`config.mk`:
```
export PLATFORM = sky130hd
export DESIGN_NAME = sample_threshold_cmp
export DESIGN_NICKNAME = d
export VERILOG_FILES = /design/src/rtl/stc_pkg.sv /design/src/rtl/stc_cfg_reg.sv /design/src/rtl/stc_compare.sv /design/src/rtl/stc_match_ctr.sv /design/src/rtl/sample_threshold_cmp.sv
export SDC_FILE = /design/constraint.sdc
export NUM_CORES = 1
export LEC_CHECK = 0
export BUFFER_PORTS_ARGS = -buffer_cell sky130_fd_sc_hd__buf_2
export CAP_MARGIN = 20
export CORE_AREA = 2 2 47 93
export CTS_CLUSTER_DIAMETER = 200
export CTS_CLUSTER_SIZE = 24
export DETAILED_ROUTE_END_ITERATION = 10
export DIE_AREA = 0 0 49 95
export GPL_TIMING_DRIVEN = 0
export HOLD_SLACK_MARGIN = 0.03
export PLACE_DENSITY = 0.84
export SLEW_MARGIN = 15
export SYNTH_ARGS = -nofsm -noshare
export SYNTH_HDL_FRONTEND = slang
export SYNTH_SLANG_ARGS = --single-unit
```
`constraint.sdc`:
```
create_clock -name clk -period 2.1 [get_ports clk]
set_input_delay 0.42 -clock clk [delete_from_list [all_inputs] [get_ports clk]]
set_output_delay 0.42 -clock clk [all_outputs]
set_load 0.005 [all_outputs]
```
`src/rtl/stc_pkg.sv`:
```
package stc_pkg;

    // Condition select encoding
    typedef enum logic {
        COND_BELOW   = 1'b0,
        COND_AT_ABOVE = 1'b1
    } cmp_cond_e;

endpackage

```
`src/rtl/stc_cfg_reg.sv`:
```
module stc_cfg_reg
    import stc_pkg::*;
#(
    parameter int DATA_W = 16,
    parameter int CNT_W  = 4
) (
    input  logic              clk,
    input  logic              rst_n,
    input  logic              wr,
    input  logic              enable_i,
    input  logic              cond_ge_i,
    input  logic [CNT_W-1:0]  count_i,
    input  logic              irq_en_i,
    input  logic [DATA_W-1:0] ref_i,
    output logic              enable_o,
    output cmp_cond_e         cond_o,
    output logic [CNT_W-1:0]  count_o,
    output logic              irq_en_o,
    output logic [DATA_W-1:0] ref_o
);

    typedef struct packed {
        logic              enable;
        cmp_cond_e         cond;
        logic [CNT_W-1:0]  count;
        logic              irq_en;
        logic [DATA_W-1:0] refv;
    } cfg_t;

    cfg_t cfg_d, cfg_q;

    always_comb begin
        cfg_d = cfg_q;
        if (wr) begin
            cfg_d.enable = enable_i;
            cfg_d.cond   = cmp_cond_e'(cond_ge_i);
            cfg_d.count  = count_i;
            cfg_d.irq_en = irq_en_i;
            cfg_d.refv   = ref_i;
        end
    end

    always_ff @(posedge clk or negedge rst_n) begin
        if (!rst_n) begin
            cfg_q <= '{enable: 1'b0, cond: COND_BELOW, count: '0, irq_en: 1'b0, refv: '0};
        end else begin
            cfg_q <= cfg_d;
        end
    end

    assign enable_o = cfg_q.enable;
    assign cond_o   = cfg_q.cond;
    assign count_o  = cfg_q.count;
    assign irq_en_o = cfg_q.irq_en;
    assign ref_o    = cfg_q.refv;

endmodule

```
`src/rtl/stc_compare.sv`:
```
module stc_compare
    import stc_pkg::*;
#(
    parameter int DATA_W = 16
) (
    input  logic              valid,
    input  logic              enable,
    input  cmp_cond_e         cond,
    input  logic [DATA_W-1:0] sample,
    input  logic [DATA_W-1:0] refv,
    output logic              hit
);

    logic below;

    always_comb begin
        below = (sample < refv);
        unique case (cond)
            COND_BELOW:    hit = valid && enable && below;
            COND_AT_ABOVE: hit = valid && enable && !below;
            default:       hit = 1'b0;
        endcase
    end

endmodule

```
`src/rtl/stc_match_ctr.sv`:
```
module stc_match_ctr #(
    parameter int CNT_W = 4
) (
    input  logic             clk,
    input  logic             rst_n,
    input  logic             enable,
    input  logic             hit,
    input  logic             clr,
    input  logic [CNT_W-1:0] count_set,
    output logic             flag
);

    localparam int TALLY_W = CNT_W + 1;

    typedef struct packed {
        logic [TALLY_W-1:0] tally;
        logic               flag;
    } ctr_t;

    ctr_t ctr_d, ctr_q;
    logic [TALLY_W-1:0] target;
    logic [TALLY_W-1:0] base;
    logic [TALLY_W-1:0] bumped;

    always_comb begin
        target = {1'b0, count_set} + TALLY_W'(1);
        base   = clr ? '0 : ctr_q.tally;
        bumped = base + TALLY_W'(1);
        ctr_d       = ctr_q;
        ctr_d.tally = base;
        if (clr) begin
            ctr_d.flag = 1'b0;
        end
        if (!enable) begin
            ctr_d.tally = '0;
        end else if (hit && (!ctr_q.flag || clr)) begin
            ctr_d.tally = bumped;
            if (bumped >= target) begin
                ctr_d.flag = 1'b1;
            end
        end
    end

    always_ff @(posedge clk or negedge rst_n) begin
        if (!rst_n) begin
            ctr_q <= '{tally: '0, flag: 1'b0};
        end else begin
            ctr_q <= ctr_d;
        end
    end

    assign flag = ctr_q.flag;

endmodule

```
`src/rtl/sample_threshold_cmp.sv`:
```
module sample_threshold_cmp
    import stc_pkg::*;
#(
    parameter int DATA_W = 16,
    parameter int CNT_W  = 4
) (
    input  logic              clk,
    input  logic              rst_n,
    input  logic              smp_valid,
    input  logic [DATA_W-1:0] smp_data,
    input  logic              cfg_wr,
    input  logic              cfg_enable,
    input  logic              cfg_cond_ge,
    input  logic [CNT_W-1:0]  cfg_count,
    input  logic              cfg_irq_en,
    input  logic [DATA_W-1:0] cfg_ref,
    input  logic              clr_wr,
    input  logic              clr_data,
    output logic              hit_flag,
    output logic              irq
);

    logic              en_q;
    cmp_cond_e         cond_q;
    logic [CNT_W-1:0]  count_q;
    logic              irq_en_q;
    logic [DATA_W-1:0] ref_q;
    logic              hit;
    logic              clr_req;

    stc_cfg_reg #(.DATA_W(DATA_W), .CNT_W(CNT_W)) u_cfg (
        .clk       (clk),
        .rst_n     (rst_n),
        .wr        (cfg_wr),
        .enable_i  (cfg_enable),
        .cond_ge_i (cfg_cond_ge),
        .count_i   (cfg_count),
        .irq_en_i  (cfg_irq_en),
        .ref_i     (cfg_ref),
        .enable_o  (en_q),
        .cond_o    (cond_q),
        .count_o   (count_q),
        .irq_en_o  (irq_en_q),
        .ref_o     (ref_q)
    );

    stc_compare #(.DATA_W(DATA_W)) u_cmp (
        .valid  (smp_valid),
        .enable (en_q),
        .cond   (cond_q),
        .sample (smp_data),
        .refv   (ref_q),
        .hit    (hit)
    );

    assign clr_req = clr_wr && clr_data;

    stc_match_ctr #(.CNT_W(CNT_W)) u_ctr (
        .clk       (clk),
        .rst_n     (rst_n),
        .enable    (en_q),
        .hit       (hit),
        .clr       (clr_req),
        .count_set (count_q),
        .flag      (hit_flag)
    );

    assign irq = hit_flag && irq_en_q;

endmodule

```
**Word-level counts from Yosys, hierarchy flattened**

Index checks and enable logic that the tools add are counted.

- Flip-flop bits (word level): 29
- Bits in latches: 0
- Memory bits (writable): 0
- Memory bits (read-only): 0
- Input port bits: 45
- Word-level logic and storage cells: 28
- Memories kept: 0

- Add/subtract/negate cells: 2
- Multiply operators: 0
- Divide/modulo/power cells: 0
- $lt $le $gt $ge: 2
- Equality and inequality tests: 0
- Shifts and indexed selects: 0
- Muxes and demuxes: 7
- Bitwise logic cells: 1
- Reduce and logical (&&, ||, !) cells: 9

Operators with widths:

| cell | count |
|---|---|
| $lt 16x16->1 | 1 |
| $mux 5 | 2 |
| $logic_and 1x1->1 | 6 |
| $mux 6 | 1 |
| $add 4x1->5 const B | 1 |
| $add 5x1->5 const B | 1 |
| $ge 5x5->1 | 1 |
| $mux 1 | 3 |
| $logic_not 1->1 | 2 |
| $pmux 1 s2 | 1 |
| $logic_or 1x1->1 | 1 |
| $not 1->1 | 1 |

**Logic depth before layout (Yosys ltp)**

Gate-level depths: netlist of run 1.

- Word-level depth: 7
- Depth in mapped cells: 9
- Depth with buffers taken out: 9

**Modules after synthesis**

Synthesis of run 1 repeated with hierarchy kept, for this count alone.

- Cell total of the unflattened synthesis: 166
- Area total of the unflattened synthesis: 1780.5 µm²

By module, submodules not included:

| module | instances | cells an instance | area each (µm²) | sequential area each (µm²) |
|---|---|---|---|---|
| stc_cfg_reg | 1 | 48 | 857.1 | 575.6 |
| stc_match_ctr | 1 | 56 | 496.7 | 150.1 |
| stc_compare | 1 | 60 | 414.1 | 0.0 |
| sample_threshold_cmp | 1 | 2 | 12.5 | 0.0 |

**Least setup slack after synthesis of run 1**

No wires, ideal clock.

- Path type: input -> register
- From: in clr_wr
- To: reg u_ctr.ctr_q, in the netlist u_ctr.flag
- Setup time: 125 ps
- Data arrival time: 1953 ps
- Setup slack: 22 ps
- Stages on the path: 9
- Path buffers: 0
- Path through: nand2_1 and2_1 ha_1 ha_1 a21o_1 a21o_1 a21o_1 a21oi_1 o21ai_1

RTL lines:

| item | line | source |
|---|---|---|
| start: declaration | sample_threshold_cmp.sv:17 | `input logic clr_wr,` |
| end signal: assignment | stc_match_ctr.sv:46 | `ctr_q <= '{tally: '0, flag: 1'b0};` |
| end signal: assignment | stc_match_ctr.sv:48 | `ctr_q <= ctr_d;` |
| end: declaration | stc_match_ctr.sv:20 | `ctr_t ctr_d, ctr_q;` |

==> results of run 1 <==
## metrics by stage
stage                     TNS [ns]  power (mW)
final                            0        1.42
after global routing       -0.0384        1.50
after CTS                        0        1.40
after detailed placement    -0.587       0.951
after global placement      -0.415       0.933
after floorplan                  0       0.839
## cell families (layout without fill, tap and decap cells)
kind of cell    Yosys count  in the layout  share of synthesized area
compound gates           47             47                      0.171
xor+xnor                  5              5                     0.0243
fa+ha+maj                22             22                      0.153
buf+inv                  24             77                     0.0508
flops                    29             29                      0.403
mux                      10             10                     0.0626
simple gates             52             52                      0.135
## worst max path at each step
stage / end
finish: u_ctr.ctr_q[3]
global route: u_ctr.ctr_q[3]
CTS: u_ctr.ctr_q[3]
detailed placement: u_ctr.flag
global placement: u_ctr.flag
floorplan: u_ctr.flag
## flip-flops by register name, indices dropped and copies added (netlist names)
register / cells
u_cfg.cond_o: 1
u_cfg.enable_o: 1
u_cfg.irq_en_o: 1
u_ctr.ctr_q: 5
u_cfg.ref_o: 16
u_cfg.count_o: 4
u_ctr.flag: 1
## layer usage
layer  GRT usage  up-vias
met4       0.100        0
met5           0        -
met2       0.318       53
met1       0.220      732
met3      0.0332        5
li1            -      764
## Yosys cell counts
library cell and n:
dfrtp_1 29, nand2_1 25, ha_1 22, inv_1 19
o21ai_0 19, a21oi_1 10, nand3_1 9, mux2_2 6
nor2_1 5, a21o_1 4, and2_1 3, clkbuf_1 3
mux2i_1 3, nand4_1 3, o21ai_1 3, xor2_1 3
a2111oi_2 2, and3_1 2, nand2b_1 2, nand3b_1 2
xnor2_1 2, a21bo_1 1, a31o_2 1, a31oi_1 1
buf_1 1, buf_2 1, mux2_4 1, nor3b_1 1
o2111ai_1 1, o21a_1 1, o21ai_2 1, o221a_2 1
o221ai_2 1, o311a_2 1
## what timing repair did
action | in CTS | in global routing
endpoints found under the setup margin | 1 | 5
pin swaps | 0 | 3
hold endpoints to repair | 0 | 0
hold buffers | 0 | 0
gates resized for setup | 1 | 13
cloned | 0 | 0
## final cells by class
cell class	instances	area (um2)	share of cell area
timing repair buffer	45	225	0.0996
clock inverter	2	10.0	0.00442
sequential	29	726	0.321
tap	52	65.1	0.0288
multi-input combinational	136	1070	0.474
buffer	5	20.0	0.00885
clock buffer	6	72.6	0.0321
inverter	19	71.3	0.0315
## critical path: cells and delay by family, from the launching register on
kind,cells,cell delay [ns]
AOI/OAI and AO/OA,3,0.83
DFF,1,0.32
muxes,1,0.31
adders and majority gates,1,0.28
and+or+nand+nor,1,0.11
buffers and inverters,1,0.07
## power by group through the flow
stage	logic [mW]	registers, mW	clock network (mW)
4_1_cts	0.317	0.631	0.448
6_report	0.348	0.631	0.437
3_5_place_dp	0.310	0.641	0
3_3_place_gp	0.295	0.638	0
2_1_floorplan	0.205	0.634	0
5_1_grt	0.399	0.637	0.466
==> impl_results.md, run 1 <==
* Mean number of vias per cell at between 5 and 6
* RSZ-0062 raised after global routing: yes
* Mapped Area at ~1800 um2
* Fill cell count at 350
* Core footprint at between 4000 and 5000 um2
* Area leader, netlist: dfrtp_1
* Final Non-Filler Cells at just under 300
* Worst r2r dst: u_ctr.ctr_q[3]
* Wl on met1 at between 1500 and 2000 um
* H-tree Lvls at 2
* I/O Pins at 47
* CP startpoint: u_cfg.ref_o[6]
* Worst relative slew slack at 0.579
* Psw at roughly 0.42 mW
* Post-synthesis cell type count at 34
* Post-DP Area at 2090 um2
* Commonest non-fill, non-tap cell in the layout: buf_2
* CP arrival at approximately 2.2 ns
* Worst vdd ir at 0.602 mV
* Highest metal used: met4
* Period minus WS final at 2.05 ns
* Reg2Reg Depth at 7
* Yosys top cell area share at 0.403
* Metal2 WL at around 2000 um
* WL/cell at approximately 13 um
* Chip height at about 95 um
* Worst slew pin tran at 0.632 ns
* Cell Chain, Critical Path: inv_1 > ha_4 > nand4_1 > o311a_4 > a31o_2 > o21ai_2 > mux2_4
* Synth warn at 0
* Commonest non-fill, non-tap cells in the layout: 46 x buf_2, 29 x dfrtp_1, 24 x nand2_1
* Initial drt markers at 19
* PortBufs at 45
* Pin count of the biggest net entering global routing at 30
* Clock-pin slew on the worst setup and hold paths at 0.06 ns
* Skew final at around 0.0075 ns
* Top cells by area, synth: dfrtp_1 40%, ha_1 15%, o21ai_0 5.3%
* Starting Density at 0.449
* Deepest clock path buffer count at 2
* Antenna Violating Nets Remaining at 0
* Comb pwr share at 0.246
* Reg2Reg Launch Point: u_cfg.ref_o[6]
* Layout cells sized above 1 at 0.318
* Diode count at 0
* Internal power at 0.999 mW
* Grt ovf at 0
* Initial antenna violation count at 0
* Hold/Removal Path Class: in -> async
* GRT Total Usage at 0.186
* Syn Inst Count at 189
* DR pass1 iterations at 4
* Final worst path period share at 0.975
* Pre-CTS WS at -0.258 ns
* Number of max-cap violations at 0
* Mean Syn Cell Area at ~9.5 um2
* Vias in the first global route at about 1.6k
* Die width at between 40 and 50 um
* Rows at 33
* Number of synthesized register bits at 29
* Sw frac at 0.294
* CTS tree: yes
* Post-DP HPWL at roughly 3000 um
* Reg power frac at 0.446
* Worst skew pair latency at 0.28 ns
* Final-stage net count at about 310
* # setup viols final at 0
* Root Buffer: clkbuf_8
* Slew Viols, Final at 0
* DRC at 0
* Design area at approximately 2300 um2
* First-pass GRT wire length at approximately 6700 um
* Final wirelength at around 4000 um
* Met3 wire length at between 200 and 250 um
* R2R Setup Slk at around 0.053 ns
* Worst Setup Start Kind: register
* Sequential fraction of the synthesis area at 0.403
* Pwr/cell area at 626 nW/um2
* Area grow syn2layout at 25.7%
* Crit end category: register
* Net Count, Synth at between 200 and 300
* # Post-CTS Setup Buffers at 0
* CTS buffer count at 5
* Final Core Density at 0.565
* Worst setup margin at about 0.053 ns
* Final hold violations at 0
* Slowest Stage Delay on Critical Path at 0.41 ns
* Status: complete, no violations
* CP max stage cell: o311a_4
* Clock sinks at 29
* Crit path kind: reg -> reg
* Vias at ~1.6k
* CP Max Fanout at 4
* Die ar. at about 4700 um2
* Leakage at approximately 1.1 nW
* Worst endpoint required time at about 2.3 ns
* Hold slack at 0.154 ns
* Clock share of power at 0.308
* Placed cells at 286
* RD Place Congestion at between 0.8 and 0.9
* Maximum clock rate at 489 MHz
No activity file was read; power rests on OpenSTA's default activity.
==> run 2: changes to the inputs <==
- CORE_AREA: 2 2 47 93 -> 2 2 46 90
- CTS_CLUSTER_DIAMETER: 200 -> not set
- DIE_AREA: 0 0 49 95 -> 0 0 48 92
- PLACE_DENSITY: 0.84 -> 0.85
- clock period: 2.1 -> 2.6 ns (I/O delays scaled with it)
==> run 2 against run 1 <==
Effect of this change:
- wire length increased by 1.3%
- sequential power decreased by 19%
- clock-buffer cell count increased by 1
- largest cell class unchanged
- highest routed layer unchanged
==> impl_results.md, run 2 (synthesized netlist as in run 1, its figures left out) <==
* H-tree Lvls at 2 (unchanged)
* Antenna Violating Nets Remaining at 0 (unchanged)
* Post-CTS Resized at 0 (-1)
* Final hold violations at 0 (unchanged)
* Initial drt markers at 29 (+10)
* # setup viols final at 0 (unchanged)
* CP startpoint: clr_wr
* WL/cell at 13.7 um (+1.7%)
* Fill cell count at 344 (-1.7%)
* PortBufs at 45 (unchanged)
* Commonest non-fill, non-tap cell in the layout: buf_2
* Reg2Reg Launch Point: u_cfg.ref_o[11]
* Core footprint at 3800 um2 (-5.0%)
* Area grow syn2layout at 22.5%
* Commonest non-fill, non-tap cells in the layout: 46 x buf_2, 29 x dfrtp_1, 25 x nand2_1
* Number of max-cap violations at 0 (unchanged)
* Max reg flops at 16 (unchanged)
* Final wirelength at 4010 um (+1.3%)
* Pwr/cell area at 567 nW/um2 (-9.4%)
* Final worst path period share at 0.844
* Crit end category: register
* CTS tree: yes
* CP max stage cell: ha_1
* Highest metal used: met4
* Deepest clock path buffer count at 2 (unchanged)
* Worst endpoint required time at 2.77 ns (+0.51 ns)
* Diode count at 0 (unchanged)
* Die width at 48 um (-2.0%)
* Rows at 32 (-3.0%)
* Chip height at 92 um (-3.2%)
* Met3 wire length at 173 um (-26%)
* Cell Chain, Critical Path: buf_2 > nand2_1 > and2_1 > ha_1 > ha_1 > a21o_1 > a21o_1 > a21o_1 > a21oi_1 > o21ai_1
* Worst relative slew slack at 0.571 (-0.00797)
* Clock sinks at 29 (unchanged)
* Worst Setup Start Kind: input pin
* CTS Hold Bufs at 0 (unchanged)
* DR pass1 iterations at 4 (unchanged)
* RD Place Congestion at 0.887 (+9.4%)
* Psw at 0.330 mW (-21%)
* First-pass GRT wire length at 6290 um (-5.5%)
* Final Non-Filler Cells at 293 (-0.34%)
* GRT Total Usage at 0.203 (+0.0161)
* Worst skew pair latency at 0.29 ns (about the same)
* Initial antenna violation count at 0 (unchanged)
* CP Max Fanout at 7 (+3)
* Vias at 1,537 (-1.1%)
* Worst slew pin tran at 0.644 ns (+0.0120 ns)
* Die ar. at 4420 um2 (-5.1%)
* Cell mode on critical path: a21o_1
* DRC at 0 (unchanged)
* Post-DP HPWL at 3280 um (+9.2%)
* Worst vdd ir at 0.362 mV (-40%)
* I/O Pins at 47 (unchanged)
* Sw frac at 0.264 (-0.0296)
* Pin count of the biggest net entering global routing at 30 (unchanged)
* Placed cells at 285 (-0.35%)
* Period minus WS final at about 2.2 ns
* Clock-pin slew on the worst setup and hold paths at 0.07 ns (about the same)
* Maximum clock rate at 456 MHz
* Post-route setup TNS at 0 ns (unchanged)
* Slowest Stage Delay on Critical Path at 0.31 ns (-0.10 ns)
* CTS buffer count at 5 (unchanged)
* Clock share of power at 0.388 (+0.080)
* RSZ-0062 raised after global routing: no
* Starting Density at 0.473 (+0.0238)
* Layout cells sized above 1 at 0.277 (-0.0413)
* Root Buffer: clkbuf_8
* Mean number of vias per cell at 5.25 (-0.76%)
* Status: complete, no violations
* Crit path kind: in -> reg
* Internal power at 0.920 mW (-8.0%)
* Comb pwr share at 0.203 (-0.043)
* # Post-CTS Setup Buffers at 0 (unchanged)
* Grt ovf at 0 (unchanged)
* Metal2 WL at 2360 um (+16%)
* Vias in the first global route at 1,556 (+0.064%)
* Final-stage net count at 308 (unchanged)
* Reg power frac at 0.409 (-0.037)
* Wl on met1 at 1360 um (-16%)
* Leakage at 1.11 nW (about the same)
* Hold/Removal Path Class: in -> async
* Slew Viols, Final at 0 (unchanged)
* CP arrival at 2.36 ns (+0.15 ns)
* Skew final at 0.00689 ns (-0.000614 ns)
## run 2: final cells by class
cell class / instances / area, um2 / area share
clock inverters: 1 / 30.0 / 0.0136
flip-flops and latches: 29 / 726 / 0.329
multi-input cells: 136 / 982 / 0.446
plain buffers: 5 / 20.0 / 0.00908
inverters: 19 / 71.3 / 0.0323
repair buffers: 45 / 225 / 0.102
clock buffers: 7 / 86.3 / 0.0392
well taps: 51 / 63.8 / 0.0289
## run 2: worst paths after layout
path | endpoint | slack (ns) | depth (start not counted)
setup / recovery | u_ctr.flag | 0.41 | 10
hold / removal | u_cfg.ref_o[1] | 0.25 | 1
setup reg to reg | u_ctr.ctr_q[3] | 0.48 | 8
hold reg to reg | u_cfg.ref_o[0] | 0.52 | 1
max in group asynchronous | u_cfg.ref_o[6] | 1.93 | 1
min in group clk | u_cfg.ref_o[15] | 0.43 | 3
## run 2: stage by stage
step | util | power (mW) | setup slack [ns] | hold slack (ns) | cell area, um2
after floorplan | - | 0.678 | 0.422 | 0.224 | 1800
after global placement | 0.549 | 0.759 | 0.141 | 0.483 | 2090
after detailed placement | 0.549 | 0.775 | 0.103 | 0.505 | 2090
after CTS | 0.580 | 1.26 | 0.393 | 0.278 | 2200
after global routing | 0.580 | 1.32 | 0.238 | 0.304 | 2200
final | 0.580 | 1.25 | 0.406 | 0.249 | 2200
## run 2: layer usage
| layer | GRT usage | vias up |
|---|---|---|
| li1 | - | 763 |
| met1 | 0.192 | 723 |
| met2 | 0.361 | 39 |
| met3 | 0.0531 | 12 |
| met4 | 0.101 | 0 |
| met5 | 0 | - |
## run 2: worst max-delay path: cells and delay by family
kind                     cells  cell delay (ns)
AO/OA/AOI/OAI                5             0.71
adder cells (fa/ha/maj)      2             0.61
buffers and inverters        1             0.11
AND/OR/NAND/NOR              2             0.40
## run 2: power by group through the flow
stage               Combinational [mW]  Sequential [mW]  Clock [mW]
floorplan                        0.166            0.512           0
global placement                 0.243            0.516           0
detailed placement               0.256            0.519           0
CTS                              0.258            0.511       0.490
global route                     0.294            0.514       0.513
finish                           0.254            0.511       0.485
